==> src/rtl/irq_aggregator.sv <==
module irq_aggregator #(
  parameter int NUM_LINES = 32,
  parameter int DATA_W    = 32,
  parameter int ADDR_W    = 6,
  parameter int CNT_W     = 32,
  parameter int SEL_W     = $clog2(NUM_LINES)
) (
  input  logic                 clk,
  input  logic                 rst_n,
  input  logic [NUM_LINES-1:0] irq_lines,
  input  logic                 bus_rd,
  input  logic                 bus_wr,
  input  logic [ADDR_W-1:0]    bus_addr,
  input  logic [DATA_W-1:0]    bus_wdata,
  output logic [DATA_W-1:0]    bus_rdata,
  output logic                 irq_out,
  input  logic [SEL_W-1:0]     dbg_sel,
  output logic [CNT_W-1:0]     dbg_count
);
  localparam int POP_W = $clog2(NUM_LINES + 1);
  localparam logic [ADDR_W-1:0] OFS_COUNT  = ADDR_W'(6'h00);
  localparam logic [ADDR_W-1:0] OFS_MASKED = ADDR_W'(6'h04);
  localparam logic [ADDR_W-1:0] OFS_KILL   = ADDR_W'(6'h08);
  localparam logic [ADDR_W-1:0] OFS_CLR    = ADDR_W'(6'h0C);
  localparam logic [ADDR_W-1:0] OFS_SET    = ADDR_W'(6'h10);

  logic [NUM_LINES-1:0] pend_q, en_q, line_q;
  logic [NUM_LINES-1:0] pend_d, en_d, rising, masked;
  logic [POP_W-1:0]     act_cnt;
  logic [CNT_W-1:0]     cnt_q [NUM_LINES];

  wire wr_kill = bus_wr && bus_addr == OFS_KILL;
  wire wr_clr  = bus_wr && bus_addr == OFS_CLR;
  wire wr_set  = bus_wr && bus_addr == OFS_SET;

  assign rising = irq_lines & ~line_q;
  assign masked = pend_q & en_q;

  always_comb begin
    pend_d = (pend_q | rising) & irq_lines;
    en_d   = en_q;
    if (wr_set) en_d = en_q | bus_wdata[NUM_LINES-1:0];
    if (wr_clr) en_d = en_q & ~bus_wdata[NUM_LINES-1:0];
    if (wr_kill) begin
      en_d   = '0;
      pend_d = '0;
    end
  end

  always_ff @(posedge clk or negedge rst_n) begin
    if (!rst_n) begin
      pend_q  <= '0;
      en_q    <= '0;
      line_q  <= '0;
      irq_out <= 1'b0;
    end else begin
      pend_q  <= pend_d;
      en_q    <= en_d;
      line_q  <= irq_lines;
      irq_out <= |(pend_d & en_d);
    end
  end

  for (genvar g = 0; g < NUM_LINES; g++) begin : g_cnt
    always_ff @(posedge clk or negedge rst_n) begin
      if (!rst_n)         cnt_q[g] <= '0;
      else if (rising[g]) cnt_q[g] <= cnt_q[g] + 1'b1;
    end
  end

  always_comb begin
    act_cnt = '0;
    for (int i = 0; i < NUM_LINES; i++) act_cnt = act_cnt + POP_W'(masked[i]);
  end

  always_comb begin
    bus_rdata = '0;
    if (bus_rd) begin
      if (bus_addr == OFS_COUNT)  bus_rdata = DATA_W'(act_cnt);
      if (bus_addr == OFS_MASKED) bus_rdata = DATA_W'(masked);
    end
  end

  assign dbg_count = cnt_q[dbg_sel];
endmodule


==> config.mk <==
export PLATFORM = sky130hd
export DESIGN_NAME = irq_aggregator
export DESIGN_NICKNAME = d
export VERILOG_FILES = /design/src/rtl/irq_aggregator.sv
export SDC_FILE = /design/constraint.sdc
export NUM_CORES = 2
export LEC_CHECK = 0
export BUFFER_PORTS_ARGS = -buffer_cell sky130_fd_sc_hd__buf_2
export CELL_PAD_IN_SITES_DETAIL_PLACEMENT = 1
export CELL_PAD_IN_SITES_GLOBAL_PLACEMENT = 1
export CORE_MARGIN = 2
export CORE_UTILIZATION = 55
export DETAILED_ROUTE_END_ITERATION = 16
export PLACE_DENSITY = 0.95
export SLEW_MARGIN = 15
export SYNTH_ARGS = -nofsm -noshare
export SYNTH_HDL_FRONTEND = slang
export SYNTH_SLANG_ARGS = --single-unit
==> constraint.sdc <==
create_clock -name clk -period 13.9 [get_ports clk]
set_input_delay 0 -clock clk [delete_from_list [all_inputs] [get_ports clk]]
set_output_delay 0 -clock clk [all_outputs]
set_load 0.02 [all_outputs]
==> metrics.md, run 1 <==
| Metric | Value |
|---|---|
| Post-Synth Adder-Cell Area | under 10% |
| Postcts setup bufs | 0 |
| Io pins | between 100 and 150 |
| Async S/R FF share, synth | between 90% and 100% |
| FF+latch count, synth | ~1100 |
| TritonCTS buffer count | roughly 120 |
| Mean area per synthesized cell | 11.9 um2 |
| Dpl cells | 6239 |
| Clock sink count | 1121 |
| Pin count of the biggest net entering global routing | roughly 170 |
| Root buffer cell | clkbuf_16 |
| Hpwl dp | 141 mm |
| Post-synth cell types | between 60 and 70 |
| Grt ovf | 11 |
| Post-synthesis cell count | between 4000 and 5000 |
| Simple-gate share of the synthesized area | between 15 and 20% |
| Total track usage | 74.7% |
| Post-synthesis cell area | around 57000 um2 |
| Die Span X | 326 um |
| Initial antenna violation count | 71 |
| GP Congestion | roughly 0.96 |
| Xor and xnor area share after synthesis | 15.3% |
| Main combinational cell family by area after synthesis | simple AND/OR/NAND/NOR gates |
| Initial Util | about 56% |
| Status | aborted with a tool error |
| Die Ht | roughly 330 um |
| Last stage reached | 5_1_grt |
| Post-synthesis mux area share | between 10% and 20% |
| First error | [ERROR GRT-0232] Routing congestion too high. Check the congestion heatmap in the GUI. |
| Ys Warns | 0 |
| Post-synth top flop | dfrtp_1 |
| Port Buf Inserts | 143 |
| Number of synthesized flops with an enable pin | 0 |
| Syn nets | around 4900 |
| Sequential share of the synthesized area | 49.3% |
| CTS Buffer Depth | 3 |
| Post-synthesis compound-gate area fraction | under 10% |
| Rows | between 100 and 150 |
| CTS H-tree lvls | 3 |
-- through the flow --
| stage | setup slack, ps | area, um2 | utilization, % |
|---|---|---|---|
| 3_3_place_gp | 8590 | 59300 | 58.0 |
| 3_5_place_dp | 8560 | 59300 | 58.0 |
| 2_1_floorplan | 8850 | 56900 | - |
| 4_1_cts | 7600 | 64000 | 62.6 |
-- synth_stat cells, drive strengths merged (5+ instances only) --
cell	count	area [um2]
or4	8	60.1
nand2b	33	206
nand2	496	1860
buf	32	136
o22ai	10	62.6
nand4b	19	166
xor2	317	2780
a22o	11	96.3
or2	12	75.1
mux4	320	7210
and2	30	188
nor3b	5	37.5
o31ai	13	116
ha	39	488
o21ai	36	180
fa	24	480
nor4b	7	61.3
nand4	207	1290
nor4	39	250
and4	43	377
xnor2	678	5940
nor2	313	1180
and3	194	1210
nor3	87	435
nor2b	55	344
a21oi	7	35.0
and4b	5	50.1
o211ai	6	45.0
or3	10	62.6
nand3b	12	90.1
clkbuf	91	342
inv	106	398
nand3	317	1590
dfrtp	1121	28100
mux2	61	687
-- routing by layer --
metal / global-route usage, % / GRT overflow
met5: 46.3 / 0
met4: 72.7 / 6
met3: 69.5 / 0
met2: 86.2 / 4
met1: 71.6 / 1
-- repair_timing --
item | CTS
gates resized for setup | 0
hold endpoints to repair | 388
endpoints found under the setup margin | 0
hold buffers | 80
-- logic make-up after synthesis --
kind of cell               count (synthesis)
AOI/OAI and AO/OA                        112
xor gates and xnor gates                 995
adders and majority gates                 63
buffers and inverters                    229
DFF                                     1121
muxes                                    382
and+or+nand+nor                         1897
==> run 2: changes to the inputs <==
- CELL_PAD_IN_SITES_DETAIL_PLACEMENT: 1 -> not set
- CELL_PAD_IN_SITES_GLOBAL_PLACEMENT: 1 -> not set
- CORE_UTILIZATION: 55 -> 40
- PLACE_DENSITY: 0.95 -> not set
- PLACE_DENSITY_LB_ADDON: not set -> 0.15
==> run 2 against run 1 <==
Effect of this change:
- the flow now finishes without violations
- area after synthesis unchanged
- synthesized cell count unchanged
==> metrics.md, run 2 <==
| Metric | Value |
|---|---|
| Maxcap violations | 0 |
| Post_cts resized | 0 (unchanged) |
| HP Class | input pin to register |
| CP Data Required Time | 13900 ps |
| Placeable Area | around 140000 um2 |
| Most common cell after layout, fill and taps aside | dfrtp_1 |
| Setup tns final | 0 ps |
| Slowest CP cell | fa_1 |
| Routed length per instance | 21.9 um |
| Syn nets | 4941 (unchanged) |
| Ys Warns | 0 (unchanged) |
| Yosys top cell area share | 49.3% (unchanged) |
| Commonest cells in the netlist | dfrtp_1 (1121), xnor2_1 (678), nand2_1 (496) |
| Critical Path End Type | output pin |
| Post-synthesis cell area | 56900 um2 (unchanged) |
| Crit path max-delay family | adder cells |
| Tcrit/Tclk final | a little over two fifths |
| Layout Skew | around 18 ps |
| Pint | slightly above 0.006 W |
| Post-synthesis cell count | 4799 (unchanged) |
| Residual DRC count | 0 |
| Worst Path Arrival | 6030 ps |
| Cell Chain, Critical Path | and2_1, fa_1, inv_1, fa_1, fa_1, fa_1, fa_1, fa_1, inv_1, ha_1, inv_1, fa_1, inv_1, a21o_1, a21oi_1, xor2_1, mux2_2, nor2_1, buf_2 |
| Fmax | approximately 170 MHz |
| GP Congestion | 0.917 (-4.1%) |
| Async S/R FF share, synth | 100% (unchanged) |
| TritonCTS buffer count | 132 (+14%) |
| Max reg flops | roughly 1000 |
| Leading area contributor after synthesis | dfrtp_1 |
| Root buffer cell | clkbuf_16 |
| Most common cell on crit path | fa_1 |
| Vias in the first global route | between 30000 and 40000 |
| Area occupied by registers | ~28000 um2 |
| Pin count of the biggest net entering global routing | 138 |
| Initial Util | 40.2% (-15 points) |
| Final ANT Viol Nets | 0 |
| Via count | 38300 |
| Total track usage | a little over a fifth |
| Diodes inserted | 0 |
| Top-count cell post-synth | dfrtp_1 |
| Multi-input gate area | 28000 um2 |
| Final net count | between 5000 and 6000 |
| Mean area per synthesized cell | 11.9 um2 (unchanged) |
| Finished Core Util | a little under half |
| CTS H-tree lvls | 4 (+1) |
| Reg power frac | 46.6% |
| Clock Latency Late Sink | 760 ps |
| Unrepaired setup endpoints after global routing | no |
| WS Path Type | register to output pin |
| Status | complete, no violations |
| Final Max Tran Viols | 0 |
| First-pass GRT wire length | roughly 240 mm |
| Grt ovf | 0 |
| Post-synth top flop | dfrtp_1 |
| Filler cell count | 12900 |
| Slew @ Worst Pin | approximately 1200 ps |
| Max incr delay on CP | approximately 550 ps |
| Die Ht | 381 um (+17%) |
| Clock sink count | 1121 (unchanged) |
| Port Buf Inserts | 143 (unchanged) |
| Worst-path clk slew | around 60 ps |
| Rows | 138 (+18%) |
| Number of synthesized flops with an enable pin | 0 (unchanged) |
| Sw frac | between 20% and 30% |
| FF+latch count, synth | 1121 (unchanged) |
| Logic gate share of total power | 12.6% |
| CTS Buffer Depth | 3 (unchanged) |
| Max transition margin | a little under a fifth |
| Hold_ws | approximately 50 ps |
| Sequential share of the synthesized area | 49.3% (unchanged) |
| Total die area | about 150000 um2 |
| CTS tree | built |
| Layout cells sized above 1 | 15.4% |
| Clock share of power | approximately 41% |
| Postcts setup bufs | 0 (unchanged) |
| Initial antenna violation count | 2 |
| Switch Pwr | roughly 0.0023 W |
| Drt total wl | 157 mm |
| Critical path startpoint category | register |
| Pwr dens | between 100 and 150 nW/um2 |
| Leakage | between 20 and 30 nW |
| DRT Pass-1 Iters | 5 |
| Final WS setup | just under 8000 ps |
| Most frequent cells in the layout | dfrtp_1 (1121), xnor2_1 (678), nand2_1 (496) |
| Post-synth cell types | 64 (unchanged) |
| Die Span X | 381 um (+17%) |
| Final Hold Fails | 0 |
| Final setup fails | 0 |
| Pwr Total | 0.00851 W |
| Io pins | 144 (unchanged) |
| DR vias/cell | 5.37 |
| Fin crit period | 6030 ps |
| Hpwl dp | 116 mm (-18%) |
| Maximum VDD drop | approximately 120 uV |
| Post-Place Setup Slack | 8640 ps (+83.5 ps) |
| Cells taking the most area after synthesis | dfrtp_1 (49%), mux4_2 (13%), xnor2_1 (10%) |
| DR iter-0 viols | slightly below 3000 |
| Area Overhead vs Synth | 15.5% |
| Largest Register | cnt_q |
| WP buf/inv | 5 |
| Critical Path Fanout Max | 3 |
==> run 2: cell counts after synthesis <==
No cell type changed its count.
==> run 2: stage by stage <==
step | instances | instance area, um2
final | 7136 | 65700
after global routing | 7136 | 65700
after CTS | 7136 | 65700
after detailed placement | 6775 | 60000
after global placement | 6775 | 60000
after floorplan | 4799 | 56900
==> run 2: kinds of logic (layout without fill, tap and decap cells) <==
logic type      after synthesis  in the layout  share of synthesized area, %
fa+ha+maj                    63             63                          1.70
compound gates              112            112                          1.36
xor+xnor                    995            995                          15.3
buf+inv                     229            676                          1.54
flops                      1121           1121                          49.3
simple gates               1897           1897                          16.8
mux                         382            382                          13.9
==> run 2: cell type report <==
| class | instances | area share [%] |
|---|---|---|
| timing repair buffer | 336 | 3.92 |
| clock buffer | 210 | 6.29 |
| inverter | 106 | 0.606 |
| tap | 1890 | 3.60 |
| clock inverter | 24 | 0.307 |
| multi-input combinational | 3449 | 42.6 |
| sequential | 1121 | 42.7 |
==> run 2: power by group through the flow <==
stage,Sequential [W],Clock (W),Combinational [W]
6_report,0.00397,0.00348,0.00107
5_1_grt,0.00401,0.00370,0.00119
4_1_cts,0.00396,0.00358,0.00109
3_5_place_dp,0.00402,0,0.00105
3_3_place_gp,0.00401,0,0.00103
2_1_floorplan,0.00388,0,0.000727
==> run 2: repair_timing <==
action | in CTS | in global routing
hold endpoints to repair | 529 | 0
endpoints found under the setup margin | 0 | 0
hold buffers | 127 | 0
==> run 2: worst min-delay path: stages <==
cell	delay, ps
dlygate4sd3_1	520
buf_2	160
nand2_1	60
nor2_1	30
==> run 2: layer usage <==
metal	share of wire, %	up-vias	track usage, %
met1	47	19500	32.3
met4	2.9	0	7.00
met2	45	859	33.1
met3	4.7	201	3.74
met5	0	-	0
li1	-	17800	-
==> run 2: path summary, 6_finish.rpt <==
kind,slack (ps),endpoint,depth (start not counted),from
max,7870,bus_rdata[4],19,en_q[0]
min,50,pend_q[14],4,irq_lines[14]
max reg2reg,10690,cnt_q[1022],7,cnt_q[992]
min reg2reg,470,cnt_q[127],1,cnt_q[127]
max in group asynchronous,10930,cnt_q[810],6,rst_n
min in group asynchronous,510,cnt_q[482],4,rst_n
(Power assumes the default switching activity.)
